File: config.mk
export PLATFORM = sky130hd
export DESIGN_NAME = eoc_msg_handler
export DESIGN_NICKNAME = d
export VERILOG_FILES = /design/src/rtl/eoc_pkg.sv /design/src/rtl/eoc_tx_path.sv /design/src/rtl/eoc_rx_capture.sv /design/src/rtl/eoc_validator.sv /design/src/rtl/eoc_report.sv /design/src/rtl/eoc_msg_handler.sv
export SDC_FILE = /design/constraint.sdc
export NUM_CORES = 1
export LEC_CHECK = 0
export BUFFER_PORTS_ARGS = -buffer_cell sky130_fd_sc_hd__buf_2
export CAP_MARGIN = 20
export CORE_ASPECT_RATIO = 0.5
export CORE_UTILIZATION = 58
export DETAILED_ROUTE_END_ITERATION = 8
export HOLD_SLACK_MARGIN = 0.08
export PLACE_DENSITY = 0.88
export SYNTH_ARGS = -nofsm -noshare
export SYNTH_HDL_FRONTEND = slang
export SYNTH_SLANG_ARGS = --single-unit
File: constraint.sdc
create_clock -name clk -period 2.71 [get_ports clk]
set_input_delay 0.1355 -clock clk [delete_from_list [all_inputs] [get_ports clk]]
set_output_delay 0.1355 -clock clk [all_outputs]
set_load 0.05 [all_outputs]
File: src/rtl/eoc_pkg.sv
package eoc_pkg;
    localparam int unsigned EOC_ADDR_W  = 3;
    localparam int unsigned EOC_INFO_W  = 8;
    localparam int unsigned EOC_CONFIRM = 3;
    typedef enum logic { VAL_IMMEDIATE = 1'b0, VAL_TRIPLE = 1'b1 } val_mode_e;
endpackage

File: src/rtl/eoc_tx_path.sv
module eoc_tx_path #(
    parameter int unsigned MSG_W = 12
) (
    input  logic             clk,
    input  logic             rst_n,
    input  logic             deact,
    input  logic             wr_en,
    input  logic [MSG_W-1:0] wr_data,
    input  logic             sync,
    input  logic             half_sf,
    input  logic             bit_en,
    output logic             tx_bit
);
    typedef struct packed {
        logic [MSG_W-1:0] msg;
        logic [MSG_W-1:0] sh;
    } tx_state_t;

    localparam logic [MSG_W-1:0] ONES = '1;

    tx_state_t st_d, st_q;

    always_comb begin
        st_d = st_q;
        if (deact) begin
            st_d.msg = ONES;
            st_d.sh  = ONES;
        end else begin
            if (wr_en) st_d.msg = wr_data;
            if (sync && half_sf)     st_d.sh = st_q.msg;
            else if (sync && bit_en) st_d.sh = {st_q.sh[MSG_W-2:0], 1'b1};
        end
    end

    always_ff @(posedge clk or negedge rst_n) begin
        if (!rst_n) begin
            st_q.msg <= ONES;
            st_q.sh  <= ONES;
        end else begin
            st_q <= st_d;
        end
    end

    assign tx_bit = sync ? st_q.sh[MSG_W-1] : 1'b1;

    AST_TX_LOAD: assert property (@(posedge clk) disable iff (!rst_n)
        (sync && half_sf && !deact) |=> (st_q.sh == $past(st_q.msg)));
    AST_DEACT_ONES: assert property (@(posedge clk) disable iff (!rst_n)
        deact |=> (st_q.msg == ONES));
endmodule

File: src/rtl/eoc_rx_capture.sv
module eoc_rx_capture #(
    parameter int unsigned MSG_W = 12
) (
    input  logic             clk,
    input  logic             rst_n,
    input  logic             sync,
    input  logic             eoc_en,
    input  logic             half_sf,
    input  logic             bit_en,
    input  logic             rx_bit,
    output logic             ext_stb,
    output logic [MSG_W-1:0] ext_msg
);
    typedef struct packed {
        logic [MSG_W-1:0] sh;
    } cap_state_t;

    cap_state_t st_d, st_q;

    always_comb begin
        st_d = st_q;
        if (sync && bit_en) st_d.sh = {st_q.sh[MSG_W-2:0], rx_bit};
    end

    always_ff @(posedge clk or negedge rst_n) begin
        if (!rst_n) st_q.sh <= '1;
        else        st_q    <= st_d;
    end

    assign ext_stb = half_sf && sync && eoc_en;
    assign ext_msg = st_q.sh;

    AST_RX_HOLD_UNSYNC: assert property (@(posedge clk) disable iff (!rst_n)
        !sync |=> $stable(st_q.sh));
endmodule

File: src/rtl/eoc_validator.sv
module eoc_validator #(
    parameter int unsigned MSG_W   = 12,
    parameter int unsigned CONFIRM = 3
) (
    input  logic             clk,
    input  logic             rst_n,
    input  logic             sync,
    input  logic             val_mode,
    input  logic             ext_stb,
    input  logic [MSG_W-1:0] ext_msg,
    output logic             acc_stb,
    output logic [MSG_W-1:0] acc_msg
);
    import eoc_pkg::*;

    localparam int unsigned CNT_W = $clog2(CONFIRM + 1);
    localparam logic [CNT_W-1:0] CNT_MAX = CNT_W'(CONFIRM);

    typedef struct packed {
        logic [MSG_W-1:0] prev;
        logic [CNT_W-1:0] cnt;
    } val_state_t;

    val_state_t st_d, st_q;
    logic       acc_c;

    always_comb begin
        st_d  = st_q;
        acc_c = 1'b0;
        if (!sync) begin
            st_d.cnt = '0;
        end else if (ext_stb) begin
            st_d.prev = ext_msg;
            if (val_mode_e'(val_mode) == VAL_IMMEDIATE) begin
                st_d.cnt = '0;
                acc_c    = 1'b1;
            end else begin
                if (st_q.cnt != '0 && ext_msg == st_q.prev)
                    st_d.cnt = (st_q.cnt == CNT_MAX) ? CNT_MAX : st_q.cnt + 1'b1;
                else
                    st_d.cnt = CNT_W'(1);
                acc_c = (st_d.cnt == CNT_MAX);
            end
        end
    end

    always_ff @(posedge clk or negedge rst_n) begin
        if (!rst_n) begin
            st_q.prev <= '1;
            st_q.cnt  <= '0;
        end else begin
            st_q <= st_d;
        end
    end

    assign acc_stb = acc_c;
    assign acc_msg = ext_msg;

    AST_TRIPLE_NEEDS_MATCH: assert property (@(posedge clk) disable iff (!rst_n)
        (acc_stb && val_mode) |-> (ext_msg == st_q.prev && st_q.cnt != '0));
    AST_CNT_CLEAR_UNSYNC: assert property (@(posedge clk) disable iff (!rst_n)
        !sync |=> (st_q.cnt == '0));
endmodule

File: src/rtl/eoc_report.sv
module eoc_report #(
    parameter int unsigned MSG_W  = 12,
    parameter int unsigned INFO_W = 8
) (
    input  logic             clk,
    input  logic             rst_n,
    input  logic             acc_stb,
    input  logic [MSG_W-1:0] acc_msg,
    input  logic             rd_en,
    output logic             irq,
    output logic [MSG_W-1:0] rd_data
);
    localparam int unsigned DM_POS = INFO_W;

    typedef struct packed {
        logic [MSG_W-1:0] shown;
        logic             irq;
    } rep_state_t;

    rep_state_t       st_d, st_q;
    logic [MSG_W-1:0] cmp_mask;
    logic             differs;

    always_comb begin
        cmp_mask         = '1;
        cmp_mask[DM_POS] = 1'b0;
        differs = ((acc_msg ^ st_q.shown) & cmp_mask) != '0;
    end

    always_comb begin
        st_d = st_q;
        if (rd_en) st_d.irq = 1'b0;
        if (acc_stb && differs && !st_q.irq) begin
            st_d.irq   = 1'b1;
            st_d.shown = acc_msg;
        end
    end

    always_ff @(posedge clk or negedge rst_n) begin
        if (!rst_n) begin
            st_q.shown <= '1;
            st_q.irq   <= 1'b0;
        end else begin
            st_q <= st_d;
        end
    end

    assign irq     = st_q.irq;
    assign rd_data = st_q.shown;

    AST_IRQ_HOLD: assert property (@(posedge clk) disable iff (!rst_n)
        (irq && !rd_en) |=> irq);
    AST_RD_FROZEN: assert property (@(posedge clk) disable iff (!rst_n)
        irq |=> $stable(rd_data));
    AST_IRQ_NEEDS_ACCEPT: assert property (@(posedge clk) disable iff (!rst_n)
        $rose(irq) |-> $past(acc_stb));
endmodule

File: src/rtl/eoc_msg_handler.sv
module eoc_msg_handler #(
    parameter int unsigned ADDR_W  = eoc_pkg::EOC_ADDR_W,
    parameter int unsigned INFO_W  = eoc_pkg::EOC_INFO_W,
    parameter int unsigned CONFIRM = eoc_pkg::EOC_CONFIRM,
    localparam int unsigned MSG_W  = ADDR_W + 1 + INFO_W
) (
    input  logic             clk,
    input  logic             rst_n,
    input  logic             deact,
    input  logic             wr_en,
    input  logic [MSG_W-1:0] wr_data,
    input  logic             rd_en,
    output logic [MSG_W-1:0] rd_data,
    output logic             irq,
    input  logic             sync,
    input  logic             eoc_en,
    input  logic             val_mode,
    input  logic             half_sf,
    input  logic             bit_en,
    output logic             tx_bit,
    input  logic             rx_bit
);
    logic             ext_stb;
    logic [MSG_W-1:0] ext_msg;
    logic             acc_stb;
    logic [MSG_W-1:0] acc_msg;

    eoc_tx_path #(.MSG_W(MSG_W)) u_tx (
        .clk(clk), .rst_n(rst_n), .deact(deact), .wr_en(wr_en),
        .wr_data(wr_data), .sync(sync), .half_sf(half_sf),
        .bit_en(bit_en), .tx_bit(tx_bit)
    );

    eoc_rx_capture #(.MSG_W(MSG_W)) u_cap (
        .clk(clk), .rst_n(rst_n), .sync(sync), .eoc_en(eoc_en),
        .half_sf(half_sf), .bit_en(bit_en), .rx_bit(rx_bit),
        .ext_stb(ext_stb), .ext_msg(ext_msg)
    );

    eoc_validator #(.MSG_W(MSG_W), .CONFIRM(CONFIRM)) u_val (
        .clk(clk), .rst_n(rst_n), .sync(sync), .val_mode(val_mode),
        .ext_stb(ext_stb), .ext_msg(ext_msg),
        .acc_stb(acc_stb), .acc_msg(acc_msg)
    );

    eoc_report #(.MSG_W(MSG_W), .INFO_W(INFO_W)) u_rep (
        .clk(clk), .rst_n(rst_n), .acc_stb(acc_stb), .acc_msg(acc_msg),
        .rd_en(rd_en), .irq(irq), .rd_data(rd_data)
    );

    AST_IRQ_ONLY_ENABLED: assert property (@(posedge clk) disable iff (!rst_n)
        $rose(irq) |-> $past(sync && eoc_en && half_sf));
endmodule

==> summary.txt, run 1 <==
Status
  – Status: finished, final reports clean

GRT
  – Initial antenna violation count: 0
  – Largest net degree at the start of global routing: 33
  – Grt met3 use: 8.60%
  – Total gr overflow: 0
  – First-pass GRT wire length: 11.4 mm
  – GRT busiest layer: met2
  – Global Route Usage Sum: about 27%
  – Met2 Usage GRT: between 40% and 50%
  – GR Util met1: 32.7%
  – Vias in the first global route: 2366

Route
  – WL final: 7.03 mm
  – Antenna Nets Post-Route: 0
  – Wire per inst: 16.4 um
  – Drt first pass iters: 4
  – DRC: 0
  – DRT iter0 DRCs: 99
  – Via count: between 2000 and 2500
  – Post-DR vias/cell: slightly below 6

Flow run
  – Max cap viols: 0

Timing
  – Tightest Pin Transition: 0.806 ns
  – Max-slew violation count: 0
  – Final setup margin: 0.303 ns
  – Final Hold Vio Count: 0
  – Slew headroom: 45.9%
  – Clk_skew: 0.00716 ns
  – Setup_tns: 0 ns
  – Fmax: 416 MHz
  – Minimum clock period: between 2 and 2.5 ns
  – Final Cycle Share: 88.8%
  – # setup viols final: 0
  – Unrepaired setup endpoints after global routing: false

Clock tree
  – Post-CTS Setup Bufs: 0
  – Worst-path clk slew: 0.07 ns
  – Clk Tree Root Cell: clkbuf_8
  – Worst skew pair latency: ~0.34 ns
  – H-tree levels: 3
  – Hold bufs inserted after CTS: 16
  – Clock buffer depth: 2
  – Post-CTS Resized: 0
  – CTS tree: yes
  – CTS buffer count: 9
  – # clock sinks: 63

Floorplanning
  – DIE WIDTH: roughly 110 um
  – Die Area: 5730 um2
  – Initial Utilization: 62.0%
  – Io pins: 37
  – Core area: around 5100 um2
  – Row count: 18
  – Die height: 54.0 um

Placement
  – Place WS: 0.374 ns
  – PortBufs: 36
  – GPL Wtd Cong: 0.882
  – Hpwl dp: between 4 and 5 mm

Layout
  – Seq. cell area: 1650 um2
  – Multi-input gate area: 1400 um2
  – Syn-to-layout area delta: 19.2%
  – Leading cell type in the layout, fill and taps excluded: nand2_1
  – Commonest cells after routing, fill and taps aside: nand2_1 (71), dfstp_2 (60), buf_2 (36), xor2_1 (17), dlygate4sd3_1 (16)
  – ANT cells: 0
  – Fillers: 346
  – Final Net Count: 376
  – Layout cell share with drive strength beyond 1: 39.7%

Yosys
  – Syn_area_per_cell: 10.3 um2
  – Yosys Warn Count: 0
  – Post-synth net total: 329
  – Synthesized flop and latch total: 63
  – Synth Cell Area: 3140 um2
  – Post-synth cell types: 38
  – Synth Instances: 306
  – Seq/Total Area, Yosys: a little over half

Worst setup path
  – CP max FO: 13
  – Setup crit end kind: flop
  – Reg2Reg Setup Slack: 0.30 ns
  – Worst path required time: ~3 ns
  – Crit Path Class: flop to flop
  – Nature of the critical path startpoint: flop
  – WP data arrival: 2.67 ns

Pwr
  – Power Dens Cells: slightly above 900 nW/um2
  – VDD IR max: 550 uV
  – LEAKAGE: ~0.0016 uW
  – Pwr Total: 3440 uW

Hold path
  – Hold Path Class: primary input to flop
-- per-stage QoR --
step	hold WS [ns]	util, %	std cells	instance area [um2]
2_1_floorplan	-0.160	-	306	3140
3_3_place_gp	0.195	66.2	396	3350
3_5_place_dp	0.214	66.2	396	3350
4_1_cts	0.148	73.8	428	3740
5_1_grt	0.191	73.8	428	3740
6_report	0.172	73.8	428	3740
-- layer usage --
metal / up-vias / part of all wire [%]
met5: - / 0
met4: 0 / 2.2
met3: 22 / 5.8
li1: 1155 / -
met1: 1205 / 45
met2: 85 / 47
-- cells by family (layout without fill, tap and decap cells) --
| kind of cell | count (synthesis) | count (layout) | share of synthesized area [%] |
|---|---|---|---|
| AND/OR/NAND/NOR | 121 | 121 | 18.0 |
| flip-flops | 63 | 63 | 52.6 |
| multiplexers | 13 | 13 | 4.66 |
| AO/OA/AOI/OAI | 65 | 65 | 15.7 |
| XOR/XNOR | 22 | 22 | 6.14 |
| buffers and inverters | 22 | 74 | 2.91 |
-- state kept, by name, summed over array words and instances (netlist names) --
register / flops
u_tx.st_q: 24
u_val.st_q: 14
u_cap.ext_msg: 12
u_rep.rd_data: 12
u_rep.irq: 1
-- cell type report --
cell class	instances	share of cell area, %
repair buffers	56	9.90
clock inverters	2	0.936
flip-flops and latches	63	44.1
well taps	70	2.34
multi-input cells	221	37.3
inverters	2	0.201
clock buffers	14	5.15
-- synth_stat cells --
cell type | n | area share, %
a211o_1 | 12 | 3.3
a211oi_1 | 1 | 0.24
a21boi_2 | 1 | 0.36
a21o_1 | 1 | 0.24
a21oi_1 | 11 | 1.8
a31o_2 | 1 | 0.28
a31oi_1 | 1 | 0.20
and2_1 | 1 | 0.20
and3_1 | 1 | 0.20
buf_1 | 1 | 0.12
buf_2 | 1 | 0.16
buf_6 | 1 | 0.36
clkbuf_1 | 17 | 2.0
dfrtp_1 | 3 | 2.4
dfstp_2 | 60 | 50
inv_1 | 2 | 0.24
mux2_1 | 1 | 0.36
mux2_2 | 12 | 4.3
nand2_1 | 71 | 8.5
nand2b_1 | 2 | 0.40
nand3_1 | 4 | 0.64
nand3b_1 | 1 | 0.24
nand4_1 | 3 | 0.60
nor2_1 | 15 | 1.8
nor2b_1 | 14 | 2.8
nor3_1 | 2 | 0.32
nor4_1 | 2 | 0.40
nor4_4 | 1 | 0.68
o211ai_1 | 13 | 3.1
o211ai_2 | 9 | 3.6
o21ai_0 | 13 | 2.1
o22ai_1 | 1 | 0.20
o32a_1 | 1 | 0.32
or3_1 | 1 | 0.20
or4_4 | 2 | 0.72
or4b_1 | 1 | 0.32
xnor2_1 | 5 | 1.4
xor2_1 | 17 | 4.7
-- report_power, final --
| group | internal (uW) | switching [uW] |
|---|---|---|
| registers | 1260 | 212 |
| logic | 384 | 689 |
| clock network | 549 | 344 |
-- critical path: stages, from the launching register on --
cell      delay [ns]
dfstp_2         0.59
xor2_1          0.12
or4_4           0.56
nor4_4          0.40
a21boi_2        0.29
mux2_1          0.38
-- final timing paths --
path | startpoint | to | depth (start not counted)
min in group asynchronous | rst_n | u_val.st_q[1] | 2
hold reg to reg | u_tx.st_q[6] | u_tx.st_q[6] | 2
setup / recovery | u_cap.ext_msg[4] | u_rep.rd_data[5] | 5
max in group asynchronous | rst_n | u_val.st_q[10] | 3
setup reg to reg | u_cap.ext_msg[4] | u_rep.rd_data[5] | 5
hold / removal | sync | u_val.st_q[1] | 3
Power figures use the tool's default switching activity.
==> run 2: changes to the inputs <==
- CORE_UTILIZATION: 58 -> 55
- CTS_BUF_LIST: unset -> sky130_fd_sc_hd__clkbuf_8 sky130_fd_sc_hd__clkbuf_16
- PLACE_DENSITY: 0.88 -> 0.85
==> run 2 against run 1 <==
Effect of this change:
- clock power rose by 38%
- hold slack got worse by 0.066 ns
- die area rose by 5.3%
- global-route usage fell by 1.4 points
- sequential power barely moved
- final cell count rose by 0.47%
- first-iteration DRC count rose by 2.0%
- critical path type unchanged
- critical endpoint unchanged
==> summary.txt, run 2 (same netlist as run 1, synthesis figures left out) <==
Placement
  – PortBufs: 36 (unchanged)
  – Place WS: 0.385 ns (+0.0108 ns)
  – Placed Area: 3360 um2 (+0.11%)
  – GPL Wtd Cong: 0.862 (-2.3%)
  – Hpwl dp: 4.40 mm (-2.1%)

Route
  – Drt first pass iters: 4 (unchanged)
  – WL final: 6.86 mm (-2.4%)
  – Post-DR vias/cell: 5.58 (-3.2%)
  – Via count: 2398 (-2.8%)
  – DRC: 0 (unchanged)
  – Wire per inst: 16.0 um (-2.9%)
  – DRT iter0 DRCs: 101 (+2.0%)
  – Antenna Nets Post-Route: 0 (unchanged)

Floorplanning
  – Row count: 19 (+1)
  – Io pins: 37 (unchanged)
  – Die height: 55.4 um (+2.6%)
  – Initial Utilization: 57.2% (-4.8 points)
  – Die Area: 6030 um2 (+5.3%)
  – DIE WIDTH: 109 um (+2.6%)
  – Core area: 5490 um2 (+8.4%)

Worst setup path
  – Crit Path Class: flop to flop
  – Nature of the critical path startpoint: flop
  – Worst path required time: 2.96 ns (-0.02 ns)
  – WP data arrival: 2.61 ns (-0.06 ns)
  – Setup crit end kind: flop
  – CP max FO: 13 (unchanged)

Timing
  – # setup viols final: 0 (unchanged)
  – Setup_tns: 0 ns (unchanged)
  – Clk_skew: 0.0107 ns (+0.00358 ns)
  – Slew headroom: 46.2% (+0.27 points)
  – Minimum clock period: 2.36 ns (-0.0429 ns)
  – Final Cycle Share: 87.2% (-1.6 points)
  – Fmax: 423 MHz (+1.8%)
  – Final setup margin: 0.346 ns (+0.0429 ns)
  – Unrepaired setup endpoints after global routing: false
  – Max-slew violation count: 0 (unchanged)
  – Final Hold Vio Count: 0 (unchanged)
  – Tightest Pin Transition: 0.802 ns (-0.00398 ns)

GRT
  – GRT busiest layer: met2
  – Largest net degree at the start of global routing: 27 (-18%)
  – GR Util met1: 33.1% (+0.41 points)
  – Initial antenna violation count: 0 (unchanged)
  – Met2 Usage GRT: 41.4% (-5.1 points)
  – Vias in the first global route: 2443 (+3.3%)
  – First-pass GRT wire length: 11.6 mm (+1.8%)
  – Total gr overflow: 0 (unchanged)
  – Global Route Usage Sum: 25.8% (-1.4 points)
  – Grt met3 use: 7.08% (-1.5 points)

Hold path
  – Hold Path Class: primary input to flop

Layout
  – Max reg flops: 24 (unchanged)
  – Layout cell share with drive strength beyond 1: 39.2% (-0.45 points)
  – Final Net Count: 375 (-0.27%)
  – Fin area: 3830 um2 (+2.4%)
  – ANT cells: 0 (unchanged)
  – Leading cell type in the layout, fill and taps excluded: nand2_1
  – Largest Register: u_tx.st_q
  – Syn-to-layout area delta: 22.1%
  – Biggest regs: u_tx.st_q (24), u_val.st_q (14)
  – Commonest cells after routing, fill and taps aside: nand2_1 (71), dfstp_2 (60), buf_2 (36), xor2_1 (17)

Clock tree
  – Clk Tree Root Cell: clkbuf_16
  – Post-CTS Setup Bufs: 0 (unchanged)
  – Worst-path clk slew: 0.05 ns (-0.02 ns)
  – H-tree levels: 3 (unchanged)
  – CTS buffer count: 9 (unchanged)
  – Clock buffer depth: 2 (unchanged)
  – # clock sinks: 63 (unchanged)
  – Worst skew pair latency: 0.33 ns (about the same)
  – CTS tree: yes

Pwr
  – LEAKAGE: 0.00168 uW (+2.8%)
  – Power Dens Cells: 985 nW/um2 (+7.1%)
  – VDD IR max: 646 uV (+17%)

Flow run
  – Max cap viols: 0 (unchanged)

Status
  – Status: finished, final reports clean
==> run 2: cell types whose count changed in the layout (fill, tap and decap cells not counted) <==
| cell | previous run | this run |
|---|---|---|
| bufinv_16 | 1 | 2 |
| clkbuf_16 | 0 | 9 |
| clkbuf_8 | 14 | 2 |
| dlygate4sd3_1 | 16 | 15 |
| inv_1 | 2 | 4 |
==> run 2: cell type report <==
class	instances	area [um2]
Timing Repair Buffer	55	360
Tap cell	73	91.3
Fill cell	402	1660
Sequential cell	63	1650
Clock inverter	5	72.6
Inverter	2	7.51
Multi-Input combinational cell	221	1400
Clock buffer	11	253
==> run 2: final timing paths <==
kind / from / end / slack (ns) / cells after the start
min in group asynchronous: rst_n / u_rep.irq / 0.29 / 2
setup / recovery: u_cap.ext_msg[4] / u_rep.rd_data[5] / 0.35 / 5
hold / removal: val_mode / u_val.st_q[1] / 0.11 / 3
setup reg to reg: u_cap.ext_msg[4] / u_rep.rd_data[5] / 0.35 / 5
hold reg to reg: u_tx.st_q[7] / u_tx.st_q[7] / 0.48 / 2
max in group asynchronous: rst_n / u_tx.st_q[10] / 1.66 / 3
==> run 2: critical path, stage by stage (launching register included) <==
cell,delay [ns]
dfstp_2,0.58
xor2_1,0.11
or4_4,0.56
nor4_4,0.37
a21boi_2,0.28
mux2_1,0.38
==> run 2: repair_timing <==
| item | in CTS | in global routing |
|---|---|---|
| hold buffers | 15 | 0 |
| resized for setup | 0 | 0 |
| hold endpoints to repair | 17 | 0 |
| endpoints found under the setup margin | 0 | 0 |
==> run 2: metrics by stage <==
step / hold slack, ns / cells / power, uW / utilization [%]
floorplan: -0.160 / 306 / 2260 / -
global placement: 0.108 / 399 / 2470 / 61.1
detailed placement: 0.117 / 399 / 2510 / 61.1
CTS: 0.0937 / 430 / 3780 / 69.8
global route: 0.105 / 430 / 3950 / 69.8
finish: 0.106 / 430 / 3770 / 69.8
==> run 2: report_power, final <==
group          total [uW]  internal (uW)  switching [uW]
Combinational        1070            383             686
Sequential           1470           1260             209
Clock                1230            846             388
Total                3770           2490            1280
==> run 2: per-layer routing <==
metal	wire [um]	up-vias
met5	0	-
met4	131	0
li1	-	1149
met2	3370	72
met3	312	12
met1	3050	1165
